===== src/rtl/vtg_pkg.sv =====
package vtg_pkg;
  localparam int unsigned DW = 32;
  localparam int unsigned PW = 16;

  localparam int A_MODE      = 0;
  localparam int A_LLEN      = 1;
  localparam int A_FLEN      = 2;
  localparam int A_RST       = 3;
  localparam int A_ACT       = 4;  // 4 top org, 5 top end, 6 bot org, 7 bot end
  localparam int A_STAT      = 8;
  localparam int A_STAT_CLR  = 9;
  localparam int A_MASK      = 10;
  localparam int A_MASK_CLR  = 11;
  localparam int A_MASK_SET  = 12;
  localparam int A_SYNC_BASE = 16; // 4 words per sync set

  typedef enum logic {FLD_TOP = 1'b0, FLD_BOT = 1'b1} field_e;

  function automatic logic in_win(input logic [PW-1:0] pos, input logic [DW-1:0] w);
    return (pos >= w[PW-1:0]) && (pos < w[DW-1:PW]);
  endfunction
endpackage


===== src/rtl/vtg_regs.sv =====
module vtg_regs
  import vtg_pkg::*;
#(
  parameter int unsigned NSYNC = 4,
  parameter int unsigned AW    = 8
) (
  input  logic                      clk_i,
  input  logic                      rst_ni,
  input  logic                      we_i,
  input  logic [AW-1:0]             addr_i,
  input  logic [DW-1:0]             wdata_i,
  output logic [DW-1:0]             rdata_o,
  input  logic                      ev_top_i,
  input  logic                      ev_bot_i,
  output logic                      mode_o,
  output logic [PW-1:0]             llen_o,
  output logic [PW-1:0]             flen_o,
  output logic                      restart_o,
  output logic [3:0][DW-1:0]        act_o,
  output logic [NSYNC-1:0][DW-1:0]  hwin_o,
  output logic [NSYNC-1:0][DW-1:0]  vtop_o,
  output logic [NSYNC-1:0][DW-1:0]  vbot_o,
  output logic [NSYNC-1:0][DW-1:0]  vedge_o,
  output logic [1:0]                stat_o,
  output logic [1:0]                mask_o
);
  logic [1:0] stat_clr, mask_clr, mask_set;

  assign stat_clr  = (we_i && addr_i == AW'(A_STAT_CLR)) ? wdata_i[1:0] : 2'b00;
  assign mask_clr  = (we_i && addr_i == AW'(A_MASK_CLR)) ? wdata_i[1:0] : 2'b00;
  assign mask_set  = (we_i && addr_i == AW'(A_MASK_SET)) ? wdata_i[1:0] : 2'b00;
  assign restart_o = we_i && addr_i == AW'(A_RST) && wdata_i[0];

  always_ff @(posedge clk_i or negedge rst_ni) begin
    if (!rst_ni) begin
      mode_o  <= 1'b0;
      llen_o  <= '0;
      flen_o  <= '0;
      act_o   <= '0;
      hwin_o  <= '0;
      vtop_o  <= '0;
      vbot_o  <= '0;
      vedge_o <= '0;
      stat_o  <= '0;
      mask_o  <= '0;
    end else begin
      // a field event outranks a clear in the same cycle
      stat_o <= (stat_o & ~stat_clr) | {ev_top_i, ev_bot_i};
      mask_o <= (mask_o & ~mask_clr) | mask_set;
      if (we_i) begin
        if (addr_i == AW'(A_MODE)) mode_o <= wdata_i[0];
        if (addr_i == AW'(A_LLEN)) llen_o <= wdata_i[PW-1:0];
        if (addr_i == AW'(A_FLEN)) flen_o <= wdata_i[PW-1:0];
        for (int j = 0; j < 4; j++)
          if (addr_i == AW'(A_ACT + j)) act_o[j] <= wdata_i;
        for (int k = 0; k < int'(NSYNC); k++) begin
          if (addr_i == AW'(A_SYNC_BASE + 4*k))     hwin_o[k]  <= wdata_i;
          if (addr_i == AW'(A_SYNC_BASE + 4*k + 1)) vtop_o[k]  <= wdata_i;
          if (addr_i == AW'(A_SYNC_BASE + 4*k + 2)) vbot_o[k]  <= wdata_i;
          if (addr_i == AW'(A_SYNC_BASE + 4*k + 3)) vedge_o[k] <= wdata_i;
        end
      end
    end
  end

  always_comb begin
    rdata_o = '0;
    if (addr_i == AW'(A_MODE))      rdata_o = {{(DW-1){1'b0}}, mode_o};
    else if (addr_i == AW'(A_LLEN)) rdata_o = {{(DW-PW){1'b0}}, llen_o};
    else if (addr_i == AW'(A_FLEN)) rdata_o = {{(DW-PW){1'b0}}, flen_o};
    else if (addr_i == AW'(A_STAT)) rdata_o = {{(DW-2){1'b0}}, stat_o};
    else if (addr_i == AW'(A_MASK)) rdata_o = {{(DW-2){1'b0}}, mask_o};
  end
endmodule


===== src/rtl/vtg_count.sv =====
module vtg_count
  import vtg_pkg::*;
(
  input  logic          clk_i,
  input  logic          rst_ni,
  input  logic [PW-1:0] llen_i,
  input  logic [PW-1:0] flen_i,
  input  logic          restart_i,
  output logic [PW-1:0] pix_o,
  output logic [PW-1:0] line_o,
  output field_e        fld_o,
  output logic          ev_top_o,
  output logic          ev_bot_o
);
  logic [PW-1:0] field_lines;
  logic [PW:0]   pix_nx;
  logic          eol, eof;

  // odd half-line count: the top field takes the extra line
  assign field_lines = {1'b0, flen_i[PW-1:1]} + PW'(flen_i[0] && fld_o == FLD_TOP);
  assign pix_nx      = {1'b0, pix_o} + (PW+1)'(1);
  assign eol         = pix_nx >= {1'b0, llen_i};
  assign eof         = line_o >= field_lines;

  always_ff @(posedge clk_i or negedge rst_ni) begin
    if (!rst_ni) begin
      pix_o  <= '0;
      line_o <= PW'(1);
      fld_o  <= FLD_TOP;
    end else if (restart_i) begin
      pix_o  <= '0;
      line_o <= PW'(1);
      fld_o  <= FLD_TOP;
    end else if (eol) begin
      pix_o <= '0;
      if (eof) begin
        line_o <= PW'(1);
        fld_o  <= flen_i[0] ? field_e'(~fld_o) : FLD_TOP;
      end else begin
        line_o <= line_o + PW'(1);
      end
    end else begin
      pix_o <= pix_nx[PW-1:0];
    end
  end

  assign ev_top_o = pix_o == '0 && line_o == PW'(1) && fld_o == FLD_TOP;
  assign ev_bot_o = pix_o == '0 && line_o == PW'(1) && fld_o == FLD_BOT;
endmodule


===== src/rtl/vtg_sync.sv =====
module vtg_sync
  import vtg_pkg::*;
(
  input  logic          clk_i,
  input  logic          rst_ni,
  input  logic [PW-1:0] pix_i,
  input  logic [PW-1:0] line_i,
  input  field_e        fld_i,
  input  logic [DW-1:0] hwin_i,
  input  logic [DW-1:0] vtop_i,
  input  logic [DW-1:0] vbot_i,
  input  logic [DW-1:0] vedge_i,
  output logic          hs_o,
  output logic          vs_o
);
  logic [PW-1:0] edge_pos;
  logic          v_hit;

  assign hs_o     = in_win(pix_i, hwin_i);
  assign edge_pos = (fld_i == FLD_BOT) ? vedge_i[DW-1:PW] : vedge_i[PW-1:0];
  assign v_hit    = in_win(line_i, (fld_i == FLD_BOT) ? vbot_i : vtop_i);

  always_ff @(posedge clk_i or negedge rst_ni) begin
    if (!rst_ni)                vs_o <= 1'b0;
    else if (pix_i == edge_pos) vs_o <= v_hit;
  end
endmodule


===== src/rtl/raster_timer.sv =====
module raster_timer
  import vtg_pkg::*;
#(
  parameter int unsigned NSYNC = 4,
  parameter int unsigned AW    = 8
) (
  input  logic             clk_i,
  input  logic             rst_ni,
  input  logic             ext_sync_i,
  input  logic             we_i,
  input  logic [AW-1:0]    addr_i,
  input  logic [31:0]      wdata_i,
  output logic [31:0]      rdata_o,
  output logic [15:0]      pix_o,
  output logic [15:0]      line_o,
  output logic             field_o,
  output logic             de_o,
  output logic [NSYNC-1:0] hs_o,
  output logic [NSYNC-1:0] vs_o,
  output logic             irq_o
);
  logic                     mode, reg_restart, restart, ev_top, ev_bot;
  logic [PW-1:0]            llen, flen;
  logic [3:0][DW-1:0]       act;
  logic [NSYNC-1:0][DW-1:0] hwin, vtop, vbot, vedge;
  logic [1:0]               irq_stat, irq_mask;
  field_e                   fld;
  logic [DW-1:0]            org, fin;

  vtg_regs #(.NSYNC(NSYNC), .AW(AW)) u_regs (
    .clk_i, .rst_ni, .we_i, .addr_i, .wdata_i, .rdata_o,
    .ev_top_i(ev_top), .ev_bot_i(ev_bot),
    .mode_o(mode), .llen_o(llen), .flen_o(flen), .restart_o(reg_restart),
    .act_o(act), .hwin_o(hwin), .vtop_o(vtop), .vbot_o(vbot), .vedge_o(vedge),
    .stat_o(irq_stat), .mask_o(irq_mask)
  );

  assign restart = reg_restart || (mode && ext_sync_i);

  vtg_count u_count (
    .clk_i, .rst_ni, .llen_i(llen), .flen_i(flen), .restart_i(restart),
    .pix_o, .line_o, .fld_o(fld), .ev_top_o(ev_top), .ev_bot_o(ev_bot)
  );

  for (genvar k = 0; k < int'(NSYNC); k++) begin : g_sync
    vtg_sync u_sync (
      .clk_i, .rst_ni, .pix_i(pix_o), .line_i(line_o), .fld_i(fld),
      .hwin_i(hwin[k]), .vtop_i(vtop[k]), .vbot_i(vbot[k]), .vedge_i(vedge[k]),
      .hs_o(hs_o[k]), .vs_o(vs_o[k])
    );
  end

  assign field_o = (fld == FLD_BOT);
  assign org     = field_o ? act[2] : act[0];
  assign fin     = field_o ? act[3] : act[1];
  assign de_o    = in_win(line_o, {fin[DW-1:PW], org[DW-1:PW]}) &&
                   in_win(pix_o,  {fin[PW-1:0],  org[PW-1:0]});
  assign irq_o   = |(irq_stat & irq_mask);
endmodule


===== config.mk =====
export PLATFORM = sky130hd
export DESIGN_NAME = raster_timer
export DESIGN_NICKNAME = d
export VERILOG_FILES = /design/src/rtl/vtg_pkg.sv /design/src/rtl/vtg_regs.sv /design/src/rtl/vtg_count.sv /design/src/rtl/vtg_sync.sv /design/src/rtl/raster_timer.sv
export SDC_FILE = /design/constraint.sdc
export NUM_CORES = 1
export LEC_CHECK = 0
export CAP_MARGIN = 20
export CORE_MARGIN = 2
export CORE_UTILIZATION = 55
export DETAILED_ROUTE_END_ITERATION = 8
export DONT_BUFFER_PORTS = 1
export PLACE_DENSITY = 0.79
export SYNTH_ARGS = -nofsm -noshare
export SYNTH_HDL_FRONTEND = slang
export SYNTH_SLANG_ARGS = --single-unit
export TNS_END_PERCENT = 5

===== constraint.sdc =====
create_clock -name clk_i -period 3.5 [get_ports clk_i]
set_input_delay 0.7 -clock clk_i [delete_from_list [all_inputs] [get_ports clk_i]]
set_output_delay 0.7 -clock clk_i [all_outputs]
set_load 0.01 [all_outputs]

[Yosys cells after proc, flatten, opt, wreduce, memory -nomap -nowiden]
Index checks and enable logic that the tools add are counted.
W data, S select, Z words.
Word-level totals
  flip-flop bits (word level): 714
  output and inout bits: 75
  logic and storage cells: 176
  input port bits: 44
Operators by class
  reductions and logical operators: 51
  muxes and demuxes: 27
  add/sub/neg operators: 3
  equal/unequal tests: 33
  magnitude comparators: 22
  bitwise logic cells: 8
Operator list (number)
  $mux W32: 10
  $ge A16 B16 Y1: 11
  $lt A16 B16 Y1: 10
  $mux W16: 9
  $eq A8 B5 Y1 const B: 16
  $eq A16 B16 Y1: 4
  $reduce_and A2 Y1: 24
  $eq A8 B4 Y1 const B: 5
  $eq A8 B3 Y1 const B: 4
  $logic_and A1 B1 Y1: 21
  $add A16 B1 Y17 const B: 1
  $ge A17 B16 Y1: 1
  $add A15 B1 Y16: 1
  $add A16 B1 Y16 const B: 1
  $eq A16 B1 Y1 const B: 1
  $eq A8 B2 Y1 const B: 2
  $logic_not A16 Y1: 1
  $eq A8 B1 Y1 const B: 1
  $logic_not A8 Y1: 1
  $mux W2: 4
  $and A2 B2 Y2: 3
  $mux W1: 4
  $not A2 Y2: 2
  $or A2 B2 Y2: 2
  other kinds (4): 5

[Logic depth before layout (Yosys ltp)]
  depth in word-level cells: 7
  mapped depth: 18
  gate-level depth less buffers: 14

[Hierarchy]
From an unflattened synthesis, not the netlist that was laid out.
Second synthesis, totals
  cell total of the unflattened synthesis: 3171
  area, all modules: 39546.7 sq um
By module, submodules not included
  vtg_regs: area an instance 26031.2 sq um, seq. area each 16941.2 sq um, instances 1, cells an instance 1608
  vtg_sync at g_sync[2].u_sync ...: area an instance 2164.6 sq um, seq. area each 25.0 sq um, instances 2, cells an instance 253
  vtg_sync at g_sync[0].u_sync ...: area an instance 2160.8 sq um, seq. area each 25.0 sq um, instances 2, cells an instance 254
  vtg_count: area an instance 2880.3 sq um, seq. area each 827.0 sq um, instances 1, cells an instance 327
  raster_timer: area an instance 1984.4 sq um, seq. area each 0.0 sq um, instances 1, cells an instance 222

[Least setup slack after synthesis]
Ideal clock, no wire load.
  path type: reg2out
  start point: register u_count.fld_o
  end point: output de_o
  stages on the path, launching flop included: 14
  path buffers: 5
  slack: -0.333 ns
  arrival time: 3.133 ns
  data required time: 2.800 ns
  cells stage by stage: dfrtp_1 -> buf_6 -> buf_2 -> buf_2 -> clkbuf_1 -> buf_2 -> mux2i_1 -> ha_1 -> nand4_1 -> nor2_1 -> a22oi_1 -> nand4_1 -> or3_1 -> nor4_1
On the way
  word-level cells in the longest chain between the ends: 4
  elaborated cells between the ends (all ways): 9
  those cells by class: order compare (4); mux (2); reduce/logical (3)
Ends and longest elaborated chain
  start: declaration: RTL line vtg_count.sv:11  | output field_e fld_o,
  start signal: assignment: RTL line vtg_count.sv:38  | fld_o <= flen_i[0] ? field_e'(~fld_o) : FLD_TOP;
  $mux W32, on equally long branches: RTL line raster_timer.sv:54, raster_timer.sv:55
  $ge A16 B16 Y1 / $lt A16 B16 Y1 (equally long branches): RTL line vtg_pkg.sv:20  | return (pos >= w[PW-1:0]) && (pos < w[DW-1:PW]);
  $logic_and A1 B1 Y1: RTL line vtg_pkg.sv:20
  $logic_and A1 B1 Y1 (*): RTL line raster_timer.sv:56  | assign de_o = in_win(line_o, {fin[DW-1:PW], org[DW-1:PW]}) &&
  end: declaration: RTL line raster_timer.sv:17  | output logic de_o,
Every way passes the cells marked *; elsewhere a longest branch is shown, timed or not.

[Worst setup path after layout]
Ends and elaborated chain as after synthesis.

==> results.json <==
{
  "vias": 26500,
  "ys_top_cells_by_area": "dfrtp_1 45%, mux2_2 15%, ha_1 11%",
  "gp_congestion": 0.887,
  "grt_max_degree": 715,
  "grt_overflow": 0,
  "synthesis.area_sq_um": 39300,
  "synth_compound_area_share_pct": 7.37,
  "synth-seq-cells": 714,
  "fmax_mhz": 260,
  "antenna_found_initial": 3,
  "synth_top_family_by_area": "multiplexers",
  "core_area_sq_um": 71100,
  "power_frac_seq_pct": 41.4,
  "path_clk_slew_ns": 0.06,
  "area_delta_synth_final_pct": 10.1,
  "post-synth-top-count-cell": "dfrtp_1",
  "power_density_nw_per_um2": 504,
  "grt.total_usage_pct": 29.0,
  "synthMuxAreaShare_pct": 22.8,
  "cts_buffers": 76,
  "irDropWorstVdd_mv": 0.387,
  "met3_wirelength_um": 8720,
  "synth_cell_types": 82,
  "die_y_um": 271,
  "synth_top_area_cell": "dfrtp_1",
  "postRouteAntennaNets": 0,
  "viasPerCell": 6.18,
  "wl_met2_um": 49200,
  "fin_crit_sh_pct": 110,
  "whs_ns": -0.206,
  "r2r_setup_slack_ns": -0.01,
  "cpLargestDelayFamily": "compound AO/OA/AOI/OAI gates",
  "rows": 98,
  "first_pass_iters": 7,
  "maxSlewViolCount": 512,
  "antenna_cells": 0,
  "grt_pass1_wl_um": 163000,
  "path_cells": "buf_12 > buf_12 > buf_12 > mux2i_4 > ha_4 > a211oi_2 > nand2_1 > a31oi_2 > o22ai_2 > nor4_4",
  "synthFlopType": "dfrtp_1",
  "synth_edf_count": 0,
  "clockRootBuffer": "clkbuf_16",
  "setup_ws_ns": -0.352,
  "htreeDepth": 3,
  "pin_count": 119,
  "crit_path_max_incr_delay_ns": 0.42,
  "power_frac_comb_pct": 18.8,
  "synthXorXnorAreaFrac_pct": 2.03,
  "yosys.area.top_type_share_pct": 45.4,
  "highest_layer": "met5",
  "multi_input_area_sq_um": 19900,
  "seq_area_sq_um": 17900,
  "p_total_uw": 21800,
  "worst_pin_slew_ns": 3.35,
  "criticalPathCategory": "reg2out",
  "fin_crit_ns": 3.85,
  "reg2reg_depth": 15,
  "p_switching_uw": 6030,
  "clk_latency_ns": 0.65,
  "dieWidth_um": 271,
  "wl_met1_um": 43600,
  "setup_violations": 4,
  "finClkSkew_ns": 0.0242,
  "portBuffers": 0,
  "synth_commonest_cells": "713 x dfrtp_1, 520 x mux2_2, 348 x ha_1",
  "initial_core_util_pct": 55.3,
  "drt_iter0_drc": 2261,
  "hpwl_um": 64200,
  "syn_area_per_cell_sq_um": 11.9,
  "tritoncts": "built",
  "wl_per_cell_um": 24.8,
  "synthSimpleGateAreaFrac_pct": 6.54,
  "swShare_pct": 27.7,
  "violations": "negative hold slack, max-slew violations, negative setup slack",
  "critPathMaxFanout": 12,
  "fin_setup_tns_ns": -0.406,
  "clock_power_share_pct": 39.8,
  "synthCells": 3305,
  "max_cap_viol_count": 0,
  "seq_area_frac_synth_pct": 45.4,
  "r2r_start": "u_count.fld_o$_DFFE_PN0P_",
  "hold_violations": 45,
  "die-area_sq_um": 73700,
  "crit_slowest_cell": "dfrtp_4",
  "cts.sinks": 714,
  "synth-async-reset-ratio_pct": 100,
  "cp.required_ns": 2.80,
  "nets": 3671,
  "clk_path_buf_depth": 3,
  "hold_path_class": "in2async",
  "crit_buf_inv": 3,
  "r2r_end": "u_count.line_o[3]$_DFFE_PN0P_",
  "internal-power_uw": 15800,
  "worst_setup_path_end_kind": "primary output",
  "layout.cells.non_filler": 4291,
  "wirelength_um": 106000,
  "relSlewSlack_pct": -123,
  "outcome": "finished, violations left",
  "yosysWarnings": 0,
  "worst_setup_path_start_kind": "register",
  "nFillCells": 5435,
  "grt_pass1_vias": 27000,
  "place_inst": 4139,
  "drive_gt1_share_pct": 25.7,
  "rsz0062_at_grt": "true",
  "arrival_ns": 3.15,
  "p_leak_uw": 0.0214,
  "cpMostUsedCell": "buf_12",
  "drc_errors": 0,
  "synthAdderAreaFrac_pct": 11.1,
  "pre_cts_ws_ns": 0.0959
}
[how the worst max path moves through the flow]
stage                                          from                              to  slack [ns]  cells past startpoint
after CTS                 u_count.fld_o$_DFFE_PN0P_                            de_o       -0.31                     10
after floorplan           u_count.fld_o$_DFFE_PN0P_   u_count.line_o[9]$_DFFE_PN0P_       -0.01                     18
after detailed placement  u_count.fld_o$_DFFE_PN0P_  u_count.line_o[11]$_DFFE_PN0P_         0.1                     14
after global placement    u_count.fld_o$_DFFE_PN0P_  u_count.line_o[10]$_DFFE_PN0P_        0.18                     14
after global routing      u_count.fld_o$_DFFE_PN0P_                            de_o       -0.44                     10
final                     u_count.fld_o$_DFFE_PN0P_                            de_o       -0.35                     10
[power by group through the flow]
stage | clock [uW] | combinational [uW] | sequential [uW]
final | 8680 | 4100 | 9030
after global routing | 9110 | 4440 | 9070
after CTS | 8760 | 3990 | 9020
after detailed placement | 0 | 3790 | 9170
after global placement | 0 | 3690 | 9150
after floorplan | 0 | 2940 | 9120
[cell type report]
| type | instances | area share, % |
|---|---|---|
| repair buffers | 108 | 2.45 |
| well taps | 950 | 2.74 |
| multi-input cells | 2221 | 45.9 |
| inverters | 158 | 1.37 |
| clock buffers | 109 | 5.19 |
| flip-flops and latches | 714 | 41.3 |
| clock inverters | 31 | 1.07 |
[cell families after synthesis]
family,count (synthesis)
AO/OA/AOI/OAI,463
XOR/XNOR,91
adder cells (fa/ha/maj),348
buffers and inverters,385
flip-flops,714
multiplexers,812
other,1
AND/OR/NAND/NOR,491
[flip-flops by register name (all words and copies together) (netlist names)]
signal / cells
u_count.fld_o: 1
u_regs.act_o: 128
u_count.pix_o: 16
u_regs.stat_o: 2
u_regs.vedge_o: 128
u_regs.mode_o: 1
u_count.line_o: 16
u_regs.mask_o: 2
u_regs.hwin_o: 128
u_regs.vbot_o: 128
g_sync.u_sync.vs_o: 4
u_regs.flen_o: 16
u_regs.llen_o: 16
u_regs.vtop_o: 128
[layer usage]
metal / track usage (%) / vias to the layer above
li1: - / 11800
met1: 38.4 / 13500
met2: 46.2 / 917
met3: 6.15 / 261
met4: 12.5 / 2
met5: 0 / -
[per-stage QoR]
stage               area, sq um  utilization (%)
floorplan                 39500                -
global placement          40200             56.5
detailed placement        40200             56.5
CTS                       43200             60.7
global route              43300             60.9
finish                    43300             60.9
[cells in the final DEF (no fill, tap or decap), types with 7 or more instances in the layout]
| master | Yosys | layout |
|---|---|---|
| ha_1 | 348 | 346 |
| nand2_1 | 183 | 183 |
| nand3_1 | 34 | 32 |
| conb_1 | 1 | 16 |
| mux2i_1 | 250 | 249 |
| xnor2_1 | 65 | 65 |
| o211ai_1 | 14 | 14 |
| a2111oi_0 | 10 | 8 |
| nor2_1 | 59 | 54 |
| o21ai_0 | 171 | 168 |
| nand2b_1 | 12 | 11 |
| clkbuf_16 | 0 | 77 |
| nor4_1 | 28 | 27 |
| buf_4 | 41 | 86 |
| mux2_4 | 40 | 40 |
| o21a_1 | 14 | 14 |
| xor2_1 | 26 | 26 |
| buf_12 | 4 | 11 |
| o21ai_1 | 26 | 29 |
| a22o_1 | 27 | 27 |
| clkbuf_1 | 73 | 12 |
| nand4_1 | 61 | 61 |
| bufinv_16 | 0 | 9 |
| mux2_2 | 520 | 520 |
| a211oi_1 | 17 | 16 |
| and3_1 | 13 | 13 |
| a21o_1 | 55 | 55 |
| inv_1 | 158 | 157 |
| clkinv_2 | 0 | 13 |
| dfrtp_1 | 713 | 708 |
| o31ai_1 | 7 | 7 |
| nor2b_1 | 28 | 27 |
| clkbuf_8 | 0 | 20 |
| a21oi_1 | 76 | 73 |
| nor3_1 | 23 | 21 |
[repair_timing]
action | 4_1_cts | 5_1_grt
endpoints found under the setup margin | 5 | 22
endpoints found under the hold margin | 713 | 525
pin swaps | 11 | 13
cloned | 2 | 0
resized for setup | 45 | 14
setup buffers | 6 | 4
Note: power is estimated with default switching activity, not from simulation.
